$ cat src/rtl/fpsu_pkg.sv
package fpsu_pkg;

    localparam int REG_W   = 32;
    localparam int CC_LSB  = 24;
    localparam int CC_W    = 4;
    localparam int EXC_LSB = 8;
    localparam int EXC_W   = 8;
    localparam int ACC_LSB = 3;
    localparam int ACC_W   = 5;
    localparam int EN_LSB  = 8;

    // condition-code nibble bit indices
    localparam int CC_NAN = 0;
    localparam int CC_INF = 1;
    localparam int CC_ZRO = 2;
    localparam int CC_NEG = 3;

    // exception byte bit indices
    localparam int EX_INEXD = 0;
    localparam int EX_INEXR = 1;
    localparam int EX_DZ    = 2;
    localparam int EX_UNFL  = 3;
    localparam int EX_OVFL  = 4;
    localparam int EX_OPERR = 5;
    localparam int EX_SNAN  = 6;
    localparam int EX_BSUN  = 7;

    // accrued byte bit indices
    localparam int AC_INEX = 0;
    localparam int AC_DZ   = 1;
    localparam int AC_UNFL = 2;
    localparam int AC_OVFL = 3;
    localparam int AC_INV  = 4;

    typedef enum logic [2:0] {
        CLS_SNAN = 3'd0,
        CLS_QNAN = 3'd1,
        CLS_ZERO = 3'd2,
        CLS_NUM  = 3'd3,
        CLS_INF  = 3'd4
    } fp_class_e;

    typedef struct packed {
        logic [REG_W-1:0] status;
        logic [REG_W-1:0] control;
    } fpsu_state_t;

endpackage

$ cat src/rtl/fpsu_cc_encode.sv
module fpsu_cc_encode
    import fpsu_pkg::*;
(
    input  logic [2:0]      cls,
    input  logic            sign,
    output logic [CC_W-1:0] cc,
    output logic            snan_hit
);

    always_comb begin
        cc         = '0;
        snan_hit   = 1'b0;
        cc[CC_NEG] = sign;
        case (cls)
            CLS_SNAN: begin
                cc[CC_NAN] = 1'b1;
                snan_hit   = 1'b1;
            end
            CLS_QNAN: cc[CC_NAN] = 1'b1;
            CLS_ZERO: cc[CC_ZRO] = 1'b1;
            CLS_INF:  cc[CC_INF] = 1'b1;
            default:  ;
        endcase
    end

endmodule

$ cat src/rtl/fpsu_accrue.sv
module fpsu_accrue
    import fpsu_pkg::*;
(
    input  logic [EXC_W-1:0] exc,
    output logic [ACC_W-1:0] acc
);

    always_comb begin
        acc          = '0;
        acc[AC_INV]  = exc[EX_BSUN] | exc[EX_SNAN] | exc[EX_OPERR];
        acc[AC_OVFL] = exc[EX_OVFL];
        acc[AC_UNFL] = exc[EX_UNFL] & exc[EX_INEXR];
        acc[AC_DZ]   = exc[EX_DZ];
        acc[AC_INEX] = exc[EX_INEXD] | exc[EX_INEXR] | exc[EX_OVFL];
    end

endmodule

$ cat src/rtl/fpsu_trap_detect.sv
module fpsu_trap_detect #(
    parameter int N = 8
) (
    input  logic [N-1:0] pending,
    input  logic [N-1:0] enable,
    output logic         trap
);

    logic [N-1:0] hit;

    for (genvar i = 0; i < N; i++) begin : g_bit
        assign hit[i] = pending[i] & enable[i];
    end

    assign trap = |hit;

endmodule

$ cat src/rtl/fp_status_unit.sv
module fp_status_unit
    import fpsu_pkg::*;
#(
    parameter logic [REG_W-1:0] CTRL_MASK = 32'h0000_FFF0,
    parameter logic [REG_W-1:0] STAT_MASK = 32'h0FFF_FFF8
) (
    input  logic             clk,
    input  logic             rst_n,
    input  logic             res_valid,
    input  logic [2:0]       res_class,
    input  logic             res_sign,
    input  logic [EXC_W-1:0] res_exc,
    input  logic             wr_en,
    input  logic             wr_sel,
    input  logic [REG_W-1:0] wr_data,
    output logic [REG_W-1:0] status_o,
    output logic [REG_W-1:0] control_o,
    output logic             trap_o
);

    fpsu_state_t st_d, st_q;

    logic [CC_W-1:0]  cc_new;
    logic             snan_hit;
    logic [EXC_W-1:0] exc_new;
    logic [ACC_W-1:0] acc_new;
    logic             stat_wr;
    logic             ctrl_wr;

    assign stat_wr = wr_en & wr_sel;
    assign ctrl_wr = wr_en & ~wr_sel;

    fpsu_cc_encode u_cc (
        .cls      (res_class),
        .sign     (res_sign),
        .cc       (cc_new),
        .snan_hit (snan_hit)
    );

    always_comb begin
        exc_new          = res_exc;
        exc_new[EX_SNAN] = res_exc[EX_SNAN] | snan_hit;
    end

    fpsu_accrue u_acc (
        .exc (exc_new),
        .acc (acc_new)
    );

    always_comb begin
        st_d = st_q;
        if (res_valid) begin
            st_d.status[CC_LSB +: CC_W]   = cc_new;
            st_d.status[EXC_LSB +: EXC_W] = exc_new;
            st_d.status[ACC_LSB +: ACC_W] = st_q.status[ACC_LSB +: ACC_W] | acc_new;
        end
        if (ctrl_wr) begin
            st_d.control = wr_data & CTRL_MASK;
        end
        if (stat_wr) begin
            st_d.status = wr_data & STAT_MASK;
        end
    end

    always_ff @(posedge clk) begin
        if (!rst_n) begin
            st_q <= '0;
        end else begin
            st_q <= st_d;
        end
    end

    fpsu_trap_detect #(.N(EXC_W)) u_trap (
        .pending (st_q.status[EXC_LSB +: EXC_W]),
        .enable  (st_q.control[EN_LSB +: EXC_W]),
        .trap    (trap_o)
    );

    assign status_o  = st_q.status;
    assign control_o = st_q.control;

    // after a result the class bits are at most one-hot and N follows the sign
    p_cc_class_r2: assert property (@(posedge clk) disable iff (!rst_n)
        (res_valid && !stat_wr) |=>
            ($onehot0(status_o[CC_LSB +: 3]) &&
             status_o[CC_LSB + CC_NEG] == $past(res_sign)));

    // the exception byte holds the operation flags (SNAN may be added)
    p_exc_replace_r4: assert property (@(posedge clk) disable iff (!rst_n)
        (res_valid && !stat_wr) |=>
            ((status_o[EXC_LSB +: EXC_W] | 8'h40) == ($past(res_exc) | 8'h40)));

    // accrued bits are never cleared by a result
    p_acc_sticky_r7: assert property (@(posedge clk) disable iff (!rst_n)
        (res_valid && !stat_wr) |=>
            ((status_o[ACC_LSB +: ACC_W] & $past(status_o[ACC_LSB +: ACC_W])) ==
             $past(status_o[ACC_LSB +: ACC_W])));

    // accrued underflow cannot appear without underflow and inexact together
    p_unfl_pair_r6: assert property (@(posedge clk) disable iff (!rst_n)
        (res_valid && !stat_wr && !status_o[ACC_LSB + AC_UNFL] &&
         !(res_exc[EX_UNFL] && res_exc[EX_INEXR])) |=>
            !status_o[ACC_LSB + AC_UNFL]);

    // control writes keep only the writable field
    p_ctrl_mask_r9: assert property (@(posedge clk) disable iff (!rst_n)
        ctrl_wr |=> (control_o == ($past(wr_data) & CTRL_MASK)));

    // a status write wins over a simultaneous result
    p_stat_wins_r10: assert property (@(posedge clk) disable iff (!rst_n)
        stat_wr |=> (status_o == ($past(wr_data) & STAT_MASK)));

endmodule

$ cat config.mk
export PLATFORM = sky130hd
export DESIGN_NAME = fp_status_unit
export DESIGN_NICKNAME = d
export VERILOG_FILES = /design/src/rtl/fpsu_pkg.sv /design/src/rtl/fpsu_cc_encode.sv /design/src/rtl/fpsu_accrue.sv /design/src/rtl/fpsu_trap_detect.sv /design/src/rtl/fp_status_unit.sv
export SDC_FILE = /design/constraint.sdc
export NUM_CORES = 1
export LEC_CHECK = 0
export ABC_AREA = 1
export BUFFER_PORTS_ARGS = -buffer_cell sky130_fd_sc_hd__buf_2
export CORE_ASPECT_RATIO = 0.7
export CORE_MARGIN = 3
export CORE_UTILIZATION = 38
export DETAILED_ROUTE_END_ITERATION = 10
export PLACE_DENSITY = 0.77
export SLEW_MARGIN = 20
export SYNTH_ARGS = -nofsm -noshare
export SYNTH_HDL_FRONTEND = slang
export SYNTH_SLANG_ARGS = --single-unit
$ cat constraint.sdc
create_clock -name clk -period 0.9 [get_ports clk]
set_clock_uncertainty 0.2 [all_clocks]
set_input_delay 0 -clock clk [delete_from_list [all_inputs] [get_ports clk]]
set_output_delay 0 -clock clk [all_outputs]
set_load 0.01 [all_outputs]
Word level (Yosys, flattened, before mapping). Cells that the tools add are included.

Bits in registers: 37. Input bits: 49. Output and inout bits: 65. Logic and storage cells: 35.

Eq/ne operators: 3. Muxes and demuxes: 7. Bitwise operators: 18. Reductions and logical operators: 4.

Operators by type and width (count): $mux 28 (1); $mux 13 (1); $and 1x1->1 (11); $reduce_or 8->1 (1); $or 1x1->1 (5); $or 5x5->5 (1); $mux 1 (4); $mux 4 (1); $eq 3x1->1 const B (1); $eq 3x2->1 const B (1); $eq 3x3->1 const B (1); $logic_not 3->1 (1); $reduce_bool 2->1 (1); $reduce_or 2->1 (1); $not 1->1 (1).

Longest topological paths before layout.
Word-level depth: 8. Gate-level depth with buffers: 6. Mapped depth without buffers: 6.

Modules after synthesis. A second synthesis with hierarchy kept.

Cell total of the unflattened synthesis: 291. Area total of the unflattened synthesis: 1899.3 um^2.

By module, submodules not included: fp_status_unit (instances 1, cells an instance 256, area each 1752.9 um^2, seq. area each 740.7 um^2); fpsu_trap_detect (instances 1, cells an instance 15, area each 56.3 um^2, seq. area each 0.0 um^2); fpsu_accrue (instances 1, cells an instance 10, area each 45.0 um^2, seq. area each 0.0 um^2); fpsu_cc_encode (instances 1, cells an instance 10, area each 45.0 um^2, seq. area each 0.0 um^2).

Worst setup path after synthesis. Ideal clock, no wire load.

Path kind: flip-flop to output port. Start: register st_q, in the netlist control_o[10]. End: output trap_o. Arrival: 0.727 ns. Data required time: 0.700 ns. Setup slack: -0.027 ns. Cell stages (with the launch flop): 4. Path buffers: 0. Path through: dfxtp_1 > a22o_1 > nor2_1 > nand2_1.

Word-level cells in the longest chain between the ends: 2.

RTL lines: from (decl) (line fp_status_unit.sv:21) `fpsu_state_t st_d, st_q;`; from (signal assigned) (line fp_status_unit.sv:69) `st_q <= st_d;`; $and 1x1->1 (line fpsu_trap_detect.sv:12) `assign hit[i] = pending[i] & enable[i];`; $reduce_or 8->1 (line fpsu_trap_detect.sv:15) `assign trap = |hit;`; to (decl) (line fp_status_unit.sv:18) `output logic trap_o`.

No other way between the ends.

Worst setup path after layout. Same ends and word-level chain as after synthesis.

==> out/summary.txt <==
Status -> finished with violations
Failing checks -> negative hold slack, negative setup slack
Crit. End Element -> output pin
ANT nets after route -> 0
First-pass GRT wire length -> 9180 um
TritonCTS buffer count -> 5
Clock Latency Late Sink -> 0.29 ns
Synth Area in Simple Gates -> 0.206
Synth Cell Area -> 1730 um2
Layout Cells excl Fill -> 414
Fill cells -> 304
Final Setup Violations -> 50
Die Ht -> 62.4 um
Cells on worst reg2reg path -> 3
Adder-Cell Fraction of Synth Area -> 0
Yosys top cell by area -> dfxtp_1
Reg clk slew, reported paths -> 0.08 ns
Compound-Gate Fraction of Synth Area -> 0.184
Pre-antenna DRT Iters -> 4
Unrepaired setup endpoints after global routing -> true
I/O pins -> 114
Final worst slack -> -0.442 ns
Setup CP Type -> reg2out
Final period utilization -> 1.49
Sequential share of the synthesized area -> 0.429
Post-synthesis mux area share -> 0
Fin. Hold Viols -> 33
Dpl cells -> 377
Share of the synthesized area in the top cell type -> 0.429
Routed WL -> 5940 um
Num rows -> 19
Area growth syn-to-layout -> 76.2%
Largest family of logic cells by synthesized area -> simple AND/OR/NAND/NOR gates
Syn Inst Count -> 234
Fin util -> 0.736
Vias per cell -> 4.70
Setup WS pre-CTS -> -0.185 ns
Synth warnings -> 0
Gr ovfl total -> 0
Htree depth -> 2
Core ar. -> 4140 um2
Clock Sinks -> 37
Req. time, crit path -> 0.70 ns
PwrDens -> 1490 nW/um2
FF+latch count, synth -> 37
CP max FO -> 2
Reg-to-reg slack, setup -> -0.04 ns
Diodes inserted -> 0
HP Class -> in2reg
Share of layout cells above drive strength 1 -> 0.483
Hold path depth -> 3
TritonCTS clock tree -> yes
Initial Util -> 0.418
Final Slew Violations -> 0
Max-cap viol count -> 0
Drt initial violations -> 118
Final-stage net count -> 410
Startpoint Class -> flop
Synth top area cells -> dfxtp_1 (43%), buf_4 (12%), nor2_1 (12%), o21ai_0 (10%), nand2_1 (5.4%)
Worst vdd ir -> 994 uV
Arr. time, crit path -> 1.14 ns
Total power -> 0.00454 W
Average wire per standard cell -> 14.4 um
Final hold slack -> -0.193 ns
Max Buffers Root-to-Sink -> 2
Vias in the first global route -> 1,937
Via count -> 1,944
Root Buffer -> clkbuf_8
Die X -> 86.6 um
Gpl congestion -> 0.786
Tot GR Track Use -> 0.215
Tmin final -> 1.34 ns
Port Buffer Count -> 79
Area of the die -> 5410 um2
Initial antenna violation count -> 0
Syn Area/Cell -> 7.38 um2
DP Wirelength -> 3760 um
Post-Synth XOR/XNOR Area -> 0
Max Freq -> 0.745 GHz
Yosys cell types -> 25
Largest net degree at the start of global routing -> 22
Leak -> 1.46 nW
DRC viols -> 0
-- synth_stat cells, drive strengths merged --
cell type and instances:
a31oi 1, nor3 1, a21oi 18, o211ai 1, nand2 27, a22o 2
nand4 1, a211oi 1, conb 1, buf 33, nor2 53, inv 12
clkbuf 4, or2 1, dfxtp 37, nand3 4, o21ai 37
-- worst max-delay path: stages (launching register included) --
cell,delay (ns)
dfxtp_2,0.32
a22o_1,0.21
nor2_1,0.11
nand2_1,0.06
buf_2,0.14
-- area by class of cell --
type / instances / area [um2] / share of cell area
Inverter: 12 / 45.0 / 0.0148
Clock buffer: 6 / 82.6 / 0.0271
Clock inverter: 2 / 37.5 / 0.0123
Timing Repair Buffer: 131 / 1170 / 0.383
Tap cell: 52 / 65.1 / 0.0214
Multi-Input combinational cell: 174 / 860 / 0.282
Sequential cell: 37 / 790 / 0.259
-- registers in the layout (all words and copies together), names as in the netlist --
register   flops
control_o     12
status_o      25
-- metrics by stage --
| step | area (um2) | setup TNS [ns] |
|---|---|---|
| after CTS | 3030 | -4.73 |
| after global routing | 3050 | -5.15 |
| after detailed placement | 2230 | -4.01 |
| after global placement | 2230 | -3.09 |
| after floorplan | 1830 | -0.0127 |
| final | 3050 | -3.88 |
-- power breakdown --
group          internal, W  switching (W)
clock             0.000901       0.000630
sequential         0.00178      0.0000922
combinational     0.000604       0.000532
-- worst paths after layout --
path / end / start
max: trap_o / control_o[10]
min: status_o[11] / res_valid
max reg2reg: status_o[8] / status_o[8]
min reg2reg: status_o[7] / status_o[7]
-- cell usage in the layout, fill, tap and decap left out --
cell type       n
nand4_1         1
nor2_4          1
nor3_2          1
clkbuf_8        6
buf_12          3
dlygate4sd3_1  28
clkinvlp_4      1
or2_0           1
nor2_2          1
dfxtp_2        36
bufinv_16       1
inv_1           9
o21ai_2        11
o211ai_1        1
nand3_1         4
buf_2          42
inv_2           3
nand2_2         1
nand2_1        25
a21oi_1        11
dfxtp_4         1
a31oi_1         1
buf_6          48
a211oi_2        1
a21oi_2         7
a22o_1          2
conb_1         27
nor2_1         51
buf_4          10
nand2_8         1
o21ai_0        13
o21ai_1        13
-- repair_timing --
item	CTS	global route
buffers inserted	2	5
hold endpoints to repair	37	27
resized for setup	103	33
pin swaps	4	17
endpoints found under the setup margin	51	66
hold buffers	30	5
-- layer usage --
metal | wire length, um | global-route usage
met5 | 0 | 0
met1 | 2430 | 0.267
met2 | 2960 | 0.359
met4 | 81 | 0.0681
met3 | 471 | 0.0580
-- cells by family (layout without fill, tap and decap cells) --
group,after synthesis,after routing
AND/OR/NAND/NOR,87,87
AO/OA/AOI/OAI,60,60
buffers and inverters,49,151
flip-flops,37,37
other,1,27
(Power assumes the default switching activity.)
